[src/rtl/fdct_pkg.sv]
package fdct_pkg;
  localparam int BLK      = 8;
  localparam int NPIX     = BLK * BLK;
  localparam int IDX_W    = $clog2(NPIX);
  localparam int COS_W    = 8;
  localparam int FRAC_W   = 6;
  localparam int QUART_SH = 2;
  localparam logic signed [COS_W-1:0] SCALE_DC = 8'sd45;
  localparam logic signed [COS_W-1:0] SCALE_AC = 8'sd64;

  typedef enum logic [2:0] {
    ST_IDLE, ST_MUL1, ST_MUL2, ST_SCL1, ST_SCL2
  } eng_st_e;

  // quarter-wave cosine magnitudes, 6 fraction bits
  function automatic logic signed [COS_W-1:0] cos_mag(input logic [4:0] m);
    case (m)
      5'd0:    cos_mag = 8'sd64;
      5'd1:    cos_mag = 8'sd63;
      5'd2:    cos_mag = 8'sd59;
      5'd3:    cos_mag = 8'sd53;
      5'd4:    cos_mag = 8'sd45;
      5'd5:    cos_mag = 8'sd36;
      5'd6:    cos_mag = 8'sd24;
      5'd7:    cos_mag = 8'sd12;
      default: cos_mag = 8'sd0;
    endcase
  endfunction
endpackage

[src/rtl/fdct_cos_rom.sv]
module fdct_cos_rom
  import fdct_pkg::*;
(
  input  logic [2:0]              pos,
  input  logic [2:0]              frq,
  output logic signed [COS_W-1:0] weight
);
  logic [6:0] phase;
  logic [4:0] k;

  always_comb begin
    phase = ({3'd0, pos, 1'b1}) * {4'd0, frq};
    k     = phase[4:0];
    if (k <= 5'd8)       weight = cos_mag(k);
    else if (k <= 5'd16) weight = -cos_mag(5'd16 - k);
    else if (k <= 5'd24) weight = -cos_mag(k - 5'd16);
    else                 weight = cos_mag(5'd0 - k);
  end

  logic unused_phase;
  assign unused_phase = ^phase[6:5];
endmodule

[src/rtl/fdct_engine.sv]
module fdct_engine
  import fdct_pkg::*;
#(
  parameter int DATA_W = 16,
  parameter int ACC_W  = 32
) (
  input  logic              clk,
  input  logic              rst_n,
  input  logic              start,
  input  logic [DATA_W-1:0] pix,
  output logic [IDX_W-1:0]  pix_idx,
  output logic              res_we,
  output logic [IDX_W-1:0]  res_idx,
  output logic [DATA_W-1:0] res_data,
  output logic              busy,
  output logic              fin
);
  localparam int PROD_W = ACC_W + COS_W;
  localparam logic [IDX_W-1:0] LAST = IDX_W'(NPIX - 1);

  eng_st_e st, nxt_st;
  logic [IDX_W-1:0] xy, nxt_xy, uv, nxt_uv;
  logic signed [ACC_W-1:0] acc, nxt_acc, tmp, nxt_tmp;

  logic [2:0] rom_pos, rom_frq;
  logic signed [COS_W-1:0] rom_w, mul_b;
  logic signed [ACC_W-1:0] mul_a, prod_lo;
  logic signed [PROD_W-1:0] ext_a, ext_b, prod;

  fdct_cos_rom i_rom (.pos(rom_pos), .frq(rom_frq), .weight(rom_w));

  // single shared multiplier with operand selection per state
  always_comb begin
    rom_pos = (st == ST_MUL1) ? xy[5:3] : xy[2:0];
    rom_frq = (st == ST_MUL1) ? uv[5:3] : uv[2:0];
    case (st)
      ST_MUL1: begin
        mul_a = {{(ACC_W-DATA_W){pix[DATA_W-1]}}, pix};
        mul_b = rom_w;
      end
      ST_SCL1: begin
        mul_a = acc;
        mul_b = (uv[5:3] == 3'd0) ? SCALE_DC : SCALE_AC;
      end
      ST_SCL2: begin
        mul_a = tmp;
        mul_b = (uv[2:0] == 3'd0) ? SCALE_DC : SCALE_AC;
      end
      default: begin
        mul_a = tmp;
        mul_b = rom_w;
      end
    endcase
    ext_a   = {{COS_W{mul_a[ACC_W-1]}}, mul_a};
    ext_b   = {{ACC_W{mul_b[COS_W-1]}}, mul_b};
    prod    = ext_a * ext_b;
    prod_lo = prod[FRAC_W +: ACC_W];
  end

  logic unused_prod;
  assign unused_prod = ^{prod[PROD_W-1:FRAC_W+ACC_W], prod[FRAC_W-1:0]};

  assign pix_idx  = xy;
  assign res_idx  = uv;
  assign res_data = prod_lo[QUART_SH +: DATA_W];
  assign busy     = (st != ST_IDLE);

  always_comb begin
    nxt_st  = st;
    nxt_xy  = xy;
    nxt_uv  = uv;
    nxt_acc = acc;
    nxt_tmp = tmp;
    res_we  = 1'b0;
    fin     = 1'b0;
    case (st)
      ST_IDLE: if (start) begin
        nxt_st  = ST_MUL1;
        nxt_xy  = '0;
        nxt_uv  = '0;
        nxt_acc = '0;
      end
      ST_MUL1: begin
        nxt_tmp = prod_lo;
        nxt_st  = ST_MUL2;
      end
      ST_MUL2: begin
        nxt_acc = acc + prod_lo;
        if (xy == LAST) nxt_st = ST_SCL1;
        else begin
          nxt_xy = xy + 1'b1;
          nxt_st = ST_MUL1;
        end
      end
      ST_SCL1: begin
        nxt_tmp = prod_lo;
        nxt_st  = ST_SCL2;
      end
      ST_SCL2: begin
        res_we  = 1'b1;
        nxt_acc = '0;
        nxt_xy  = '0;
        if (uv == LAST) begin
          nxt_st = ST_IDLE;
          fin    = 1'b1;
        end else begin
          nxt_uv = uv + 1'b1;
          nxt_st = ST_MUL1;
        end
      end
      default: nxt_st = ST_IDLE;
    endcase
  end

  always_ff @(posedge clk or negedge rst_n) begin
    if (!rst_n) begin
      st  <= ST_IDLE;
      xy  <= '0;
      uv  <= '0;
      acc <= '0;
      tmp <= '0;
    end else begin
      st  <= nxt_st;
      xy  <= nxt_xy;
      uv  <= nxt_uv;
      acc <= nxt_acc;
      tmp <= nxt_tmp;
    end
  end

  AST_START_BUSY: assert property (@(posedge clk) disable iff (!rst_n)
    start |=> busy);
  AST_BUSY_TILL_FIN: assert property (@(posedge clk) disable iff (!rst_n)
    (busy && !fin) |=> busy);
endmodule

[src/rtl/fdct_bus_if.sv]
module fdct_bus_if
  import fdct_pkg::*;
#(
  parameter int ADDR_W = 16,
  parameter int DATA_W = 16,
  parameter logic [ADDR_W-1:0] A_STAT = 16'hFFF7,
  parameter logic [ADDR_W-1:0] A_CMD  = 16'hFFF8,
  parameter logic [ADDR_W-1:0] A_DIN  = 16'hFFF9,
  parameter logic [ADDR_W-1:0] A_DOUT = 16'hFFFA
) (
  input  logic              clk,
  input  logic              rst_n,
  input  logic [ADDR_W-1:0] bus_addr,
  input  logic              bus_wr,
  input  logic [DATA_W-1:0] bus_wdata,
  input  logic              bus_rd,
  output logic [DATA_W-1:0] bus_rdata,
  input  logic              busy,
  input  logic              fin,
  output logic              start,
  input  logic [IDX_W-1:0]  pix_idx,
  output logic [DATA_W-1:0] pix,
  input  logic              res_we,
  input  logic [IDX_W-1:0]  res_idx,
  input  logic [DATA_W-1:0] res_data
);
  logic [DATA_W-1:0] ibuf [NPIX];
  logic [DATA_W-1:0] obuf [NPIX];
  logic [IDX_W-1:0]  widx, nxt_widx, ridx, nxt_ridx;
  logic              done, nxt_done;
  logic [DATA_W-1:0] nxt_rdata;
  logic              wr_din, rd_dout;

  assign wr_din  = bus_wr && (bus_addr == A_DIN) && !busy;
  assign rd_dout = bus_rd && (bus_addr == A_DOUT) && !busy;
  assign start   = bus_wr && (bus_addr == A_CMD) && !busy &&
                   (bus_wdata == DATA_W'(1));
  assign pix     = ibuf[pix_idx];

  always_comb begin
    nxt_widx  = widx;
    nxt_ridx  = ridx;
    nxt_done  = done;
    nxt_rdata = '0;
    if (start) begin
      nxt_widx = '0;
      nxt_ridx = '0;
      nxt_done = 1'b0;
    end else begin
      if (wr_din)  nxt_widx = widx + 1'b1;
      if (rd_dout) nxt_ridx = ridx + 1'b1;
      if (fin)     nxt_done = 1'b1;
    end
    if (bus_rd) begin
      if (bus_addr == A_STAT)      nxt_rdata = {{(DATA_W-2){1'b0}}, busy, done};
      else if (bus_addr == A_DOUT) nxt_rdata = busy ? '0 : obuf[ridx];
    end
  end

  always_ff @(posedge clk or negedge rst_n) begin
    if (!rst_n) begin
      widx      <= '0;
      ridx      <= '0;
      done      <= 1'b0;
      bus_rdata <= '0;
    end else begin
      widx      <= nxt_widx;
      ridx      <= nxt_ridx;
      done      <= nxt_done;
      bus_rdata <= nxt_rdata;
    end
  end

  always_ff @(posedge clk) begin
    if (wr_din) ibuf[widx] <= bus_wdata;
    if (res_we) obuf[res_idx] <= res_data;
  end

  AST_BUSY_HOLDS_WIDX: assert property (@(posedge clk) disable iff (!rst_n)
    (bus_wr && bus_addr == A_DIN && busy) |=> $stable(widx));
  AST_POP_STEPS: assert property (@(posedge clk) disable iff (!rst_n)
    (bus_rd && bus_addr == A_DOUT && !busy) |=> (ridx == IDX_W'($past(ridx) + 1'b1)));
  AST_DONE_EXCL_BUSY: assert property (@(posedge clk) disable iff (!rst_n)
    !(done && busy));
  AST_DONE_AFTER_FIN: assert property (@(posedge clk) disable iff (!rst_n)
    $rose(done) |-> $past(fin));
endmodule

[src/rtl/fdct_cop.sv]
module fdct_cop
  import fdct_pkg::*;
#(
  parameter int ADDR_W = 16,
  parameter int DATA_W = 16,
  parameter int ACC_W  = 32,
  parameter logic [ADDR_W-1:0] A_STAT = 16'hFFF7,
  parameter logic [ADDR_W-1:0] A_CMD  = 16'hFFF8,
  parameter logic [ADDR_W-1:0] A_DIN  = 16'hFFF9,
  parameter logic [ADDR_W-1:0] A_DOUT = 16'hFFFA
) (
  input  logic              clk,
  input  logic              rst_n,
  input  logic [ADDR_W-1:0] bus_addr,
  input  logic              bus_wr,
  input  logic [DATA_W-1:0] bus_wdata,
  input  logic              bus_rd,
  output logic [DATA_W-1:0] bus_rdata
);
  logic [1:0] rst_pipe;
  logic       rst_sync;

  always_ff @(posedge clk or negedge rst_n) begin
    if (!rst_n) rst_pipe <= 2'b00;
    else        rst_pipe <= {rst_pipe[0], 1'b1};
  end
  assign rst_sync = rst_pipe[1];

  logic              busy, fin, start, res_we;
  logic [IDX_W-1:0]  pix_idx, res_idx;
  logic [DATA_W-1:0] pix, res_data;

  fdct_bus_if #(
    .ADDR_W(ADDR_W), .DATA_W(DATA_W),
    .A_STAT(A_STAT), .A_CMD(A_CMD), .A_DIN(A_DIN), .A_DOUT(A_DOUT)
  ) i_bus (
    .clk(clk), .rst_n(rst_sync),
    .bus_addr(bus_addr), .bus_wr(bus_wr), .bus_wdata(bus_wdata),
    .bus_rd(bus_rd), .bus_rdata(bus_rdata),
    .busy(busy), .fin(fin), .start(start),
    .pix_idx(pix_idx), .pix(pix),
    .res_we(res_we), .res_idx(res_idx), .res_data(res_data)
  );

  fdct_engine #(.DATA_W(DATA_W), .ACC_W(ACC_W)) i_eng (
    .clk(clk), .rst_n(rst_sync), .start(start), .pix(pix),
    .pix_idx(pix_idx), .res_we(res_we), .res_idx(res_idx),
    .res_data(res_data), .busy(busy), .fin(fin)
  );
endmodule

[config.mk]
export PLATFORM = sky130hd
export DESIGN_NAME = fdct_cop
export DESIGN_NICKNAME = d
export VERILOG_FILES = /design/src/rtl/fdct_pkg.sv /design/src/rtl/fdct_cos_rom.sv /design/src/rtl/fdct_engine.sv /design/src/rtl/fdct_bus_if.sv /design/src/rtl/fdct_cop.sv
export SDC_FILE = /design/constraint.sdc
export NUM_CORES = 2
export LEC_CHECK = 0
export BUFFER_PORTS_ARGS = -buffer_cell sky130_fd_sc_hd__buf_2
export CORE_MARGIN = 8
export CORE_UTILIZATION = 54
export CTS_BUF_LIST = sky130_fd_sc_hd__clkbuf_4
export CTS_CLUSTER_DIAMETER = 40
export DETAILED_ROUTE_END_ITERATION = 10
export HOLD_SLACK_MARGIN = 0.02
export PLACE_DENSITY = 0.71
export SYNTH_ARGS = -nofsm -noshare
export SYNTH_HDL_FRONTEND = slang
export SYNTH_HIERARCHICAL = 1
export SYNTH_SLANG_ARGS = --single-unit
[constraint.sdc]
create_clock -name clk -period 6.4 [get_ports clk]
set_input_delay 1.28 -clock clk [delete_from_list [all_inputs] [get_ports clk]]
set_output_delay 1.28 -clock clk [all_outputs]
set_load 0.01 [all_outputs]
==> results.yml <==
timing:
  timing.final.crit_share: 1.68
  slew-limit-headroom: 0.137
  timing.final.ws_setup_ns: -4.34
  fin_crit_ns: 10.74
  finalClockSkew_ns: 0.108
  rsz_0062_raised_after_global_routing: "yes"
  clock.fmax_mhz: 93.2
  worst_hold_slack_ns: 0.349
  report.final.slew_viol_count: 0
  worst_slew_pin_slew_ns: 1.29
  timing.setup.tns_ns: -2778.08
  final_hold_viol_count: 0
  report.final.setup_viol: 1088
hold_path:
  classification_of_the_worst_slack_hold_path: "flip-flop to asynchronous set/reset pin"
power_and_ir_drop:
  power_leakage_nw: 38.6
  switchingPower_w: 0.00605
  power.internal_w: 0.0222
  power.share.sequential: 0.547
  power_switching_share: 0.214
  pnr_total_power_w: 0.0282
  power.ir.vdd_worst_v: 0.000236
  pwr_density_cell_nw_per_um2: 256
  power_frac_clock: 0.409
  combPwrFrac: 0.044
die:
  start_util: 0.544
  die_y_um: 434
  row_count: 153
  die_width_um: 434
  floorplan.core_area_sq_um: 174000
  fp.dieArea_sq_um: 189000
  ios: 52
status:
  run_status: "finished, violations left"
  failing_checks: "negative setup slack"
yosys:
  synth.cell_area_sq_um: 94500
  synth-warning-count: 6
  synth_ff_type: "sky130_fd_sc_hd__edfxtp_1"
  number_of_enable_flip_flop_cells_after_synthesis: 2048
  syn_nets: 5527
  ys_top_cells_by_area: "sky130_fd_sc_hd__edfxtp_1, sky130_fd_sc_hd__mux4_2, sky130_fd_sc_hd__fa_1"
  synth_async_sr_flop_share: 0.0510
  syn_inst: 5179
  synth_sequential_area_ratio: 0.680
  synth.largest_area_cell: "sky130_fd_sc_hd__edfxtp_1"
  yosys_register_bits: 2158
  post_synth_num_cell_types: 97
  synth_top_cell_area_share: 0.651
  avgSynthCellArea_sq_um: 18.2
layout:
  final_layout_size_suffix_gt1_frac: 0.374
  area.growth.synth_to_final_pct: 16.8
  fin_nets: 6558
  post_route_insts_no_fill: 8928
drt:
  met3RoutedLength_um: 19100
  detailroute.wirelength.met2_um: 114000
  route.detailed.vias_per_inst: 5.91
  via_count: 52700
  detail_route.wl_per_cell_um: 25.7
  sum_of_routed_wire_segments_on_met1_um: 89700
  detail-route-antenna-nets: 0
  drc: 0
  dr.max_layer_used: "met4"
  dr.pass1.iters: 5
  detailedRoute.firstIterationViolations: 5303
  postRouteWirelength_um: 229000
placement:
  dp_worst_setup_slack_ns: -4.53
  place.gp.congestion: 0.872
  placement.io_buffers: 51
  place_inst: 7910
  detailedPlacementHpwl_um: 134000
clock_tree:
  clock_tree.root_cell: "sky130_fd_sc_hd__clkbuf_4"
  clock_sinks: 2158
  tritoncts.num_buffers: 559
  clock_tree.buffer_depth: 4
  cts_max_level: 6
  worst_skew_pair.late_latency_ns: 1.33
  clk_pin_slew_worst_paths_ns: 0.07
  tritoncts: "yes"
worst_setup_path:
  cp_num_buf_inv: 11
  critPathRequiredTime_ns: 7.60
  worstSetupPathType: "flip-flop to flip-flop"
  critPathMaxStageDelay_ns: 0.54
  worst_path_most_repeated_cell: "sky130_fd_sc_hd__fa_1"
  cp_slowest_cell: "sky130_fd_sc_hd__fa_1"
  worst-r2r-setup-slack_ns: -4.34
  cp-start-kind: "flip-flop"
  cp_data_arrival_time_ns: 11.94
  worst_setup_path_end_kind: "flip-flop"
  path_depth: 52
  critical_path.top_delay_family: "adder cells"
  timing.reg2reg.worst_path_depth: 52
  worstPathMaxFanout: 5
grt:
  grt_overflow: 0
  antenna_found_initial: 7
  global_route_wire_length_before_repair_um: 337000
  first_global_vias: 54900
  grt_max_degree: 111
  global_routing_usage_summed_across_all_routing_layers: 0.239
run:
  maxCapViolations: 0
[cell type report]
cell class              instances  area (sq um)
inverters                     295          1110
clock buffers                 809          6070
multi-input cells            2456         28900
clock inverters               136           802
flip-flops and latches       2158         64300
well taps                    2325          2910
diodes                          9          22.5
fillers                     12300         63500
repair buffers                740          6180
[per-stage QoR]
| step | util | area [sq um] |
|---|---|---|
| 2_1_floorplan | - | 94800 |
| 3_3_place_gp | 0.586 | 102000 |
| 3_5_place_dp | 0.586 | 102000 |
| 4_1_cts | 0.631 | 110000 |
| 5_1_grt | 0.635 | 110000 |
| 6_report | 0.635 | 110000 |
[sequential cells by signal (all words and copies together) (netlist names)]
signal and cells:
i_bus/done 1, i_bus/ridx 6, i_bus/bus_rdata 16, i_eng/pix_idx 6, i_eng/res_idx 6, i_bus/widx 6, i_eng/tmp 32, i_eng/st 3
i_bus/obuf 1024, rst_pipe 2, i_eng/acc 32, i_bus/ibuf 1024
[cells in the final DEF, fill, tap and decap left out, drive strengths merged, types with 24 or more instances in the layout]
cell type  netlist  routed
a21o            26      26
a21oi           96      96
buf            146     730
clkbuf         125     815
clkinv           0     108
dfrtp          110     110
edfxtp        2048    2048
fa             194     194
ha             118     118
inv            295     311
mux2            59      59
mux2i           68      68
mux4           593     593
nand2          241     241
nand2b          24      24
nand3           34      34
nor2           409     410
nor2b           37      37
nor3            34      34
o21a            37      37
o21ai           83      83
o22ai           25      25
o31ai           26      26
xnor2           38      38
xor2            37      37
[cell usage after synthesis, drive strengths merged, types with 7 or more instances]
library cell and instances:
a211oi 16, a21o 26, a21oi 96, a22oi 17, a31oi 8, and2 22, and3 13, buf 146
clkbuf 125, dfrtp 110, edfxtp 2048, fa 194, ha 118, inv 295, mux2 59, mux2i 68
mux4 593, nand2 241, nand2b 24, nand3 34, nand3b 11, nand4 23, nor2 409, nor2b 37
nor3 34, nor4 7, o211ai 22, o21a 37, o21ai 83, o21bai 7, o221ai 20, o22ai 25
o31ai 26, or2 10, or3 13, xnor2 38, xor2 37
[worst paths after layout]
check                            start            end
setup / recovery           i_eng/st[2]  i_eng/acc[30]
hold / removal             rst_pipe[1]  i_bus/ridx[5]
setup reg to reg           i_eng/st[2]  i_eng/acc[30]
hold reg to reg            rst_pipe[1]  i_bus/ridx[5]
max in group asynchronous  rst_pipe[1]  i_eng/tmp[31]
min in group clk           rst_pipe[0]    rst_pipe[1]
[per-layer routing]
layer,track usage,up-vias
met5,0,-
met4,0.0799,0
met3,0.0497,405
met2,0.394,2359
met1,0.323,27300
li1,-,22700
[logic make-up (layout without fill, tap and decap cells)]
| family | after synthesis | after routing | share of synthesized area |
|---|---|---|---|
| multiplexers | 720 | 720 | 0.156 |
| buffers and inverters | 566 | 1980 | 0.0255 |
| XOR/XNOR | 79 | 79 | 0.00801 |
| adder cells (fa/ha/maj) | 312 | 312 | 0.0567 |
| flip-flops | 2158 | 2158 | 0.680 |
| AND/OR/NAND/NOR | 903 | 904 | 0.0427 |
| AO/OA/AOI/OAI | 440 | 440 | 0.0314 |
| other | 1 | 10 | 0.0000397 |
[power groups by stage]
stage               sequential (W)  clock, W  combinational, W
finish                      0.0155    0.0115           0.00125
global route                0.0154    0.0125           0.00135
CTS                         0.0155    0.0118           0.00118
detailed placement          0.0158         0           0.00103
global placement            0.0158         0          0.000992
floorplan                   0.0158         0          0.000506
[timing repair]
item / CTS / global route
pin swaps: 73 / 38
resized for setup: 145 / 88
setup endpoints to repair: 1088 / 1088
cloned: 5 / 12
hold buffers: 1 / 0
endpoints found under the hold margin: 2 / 0
setup buffers: 30 / 20
(Power assumes the default switching activity.)
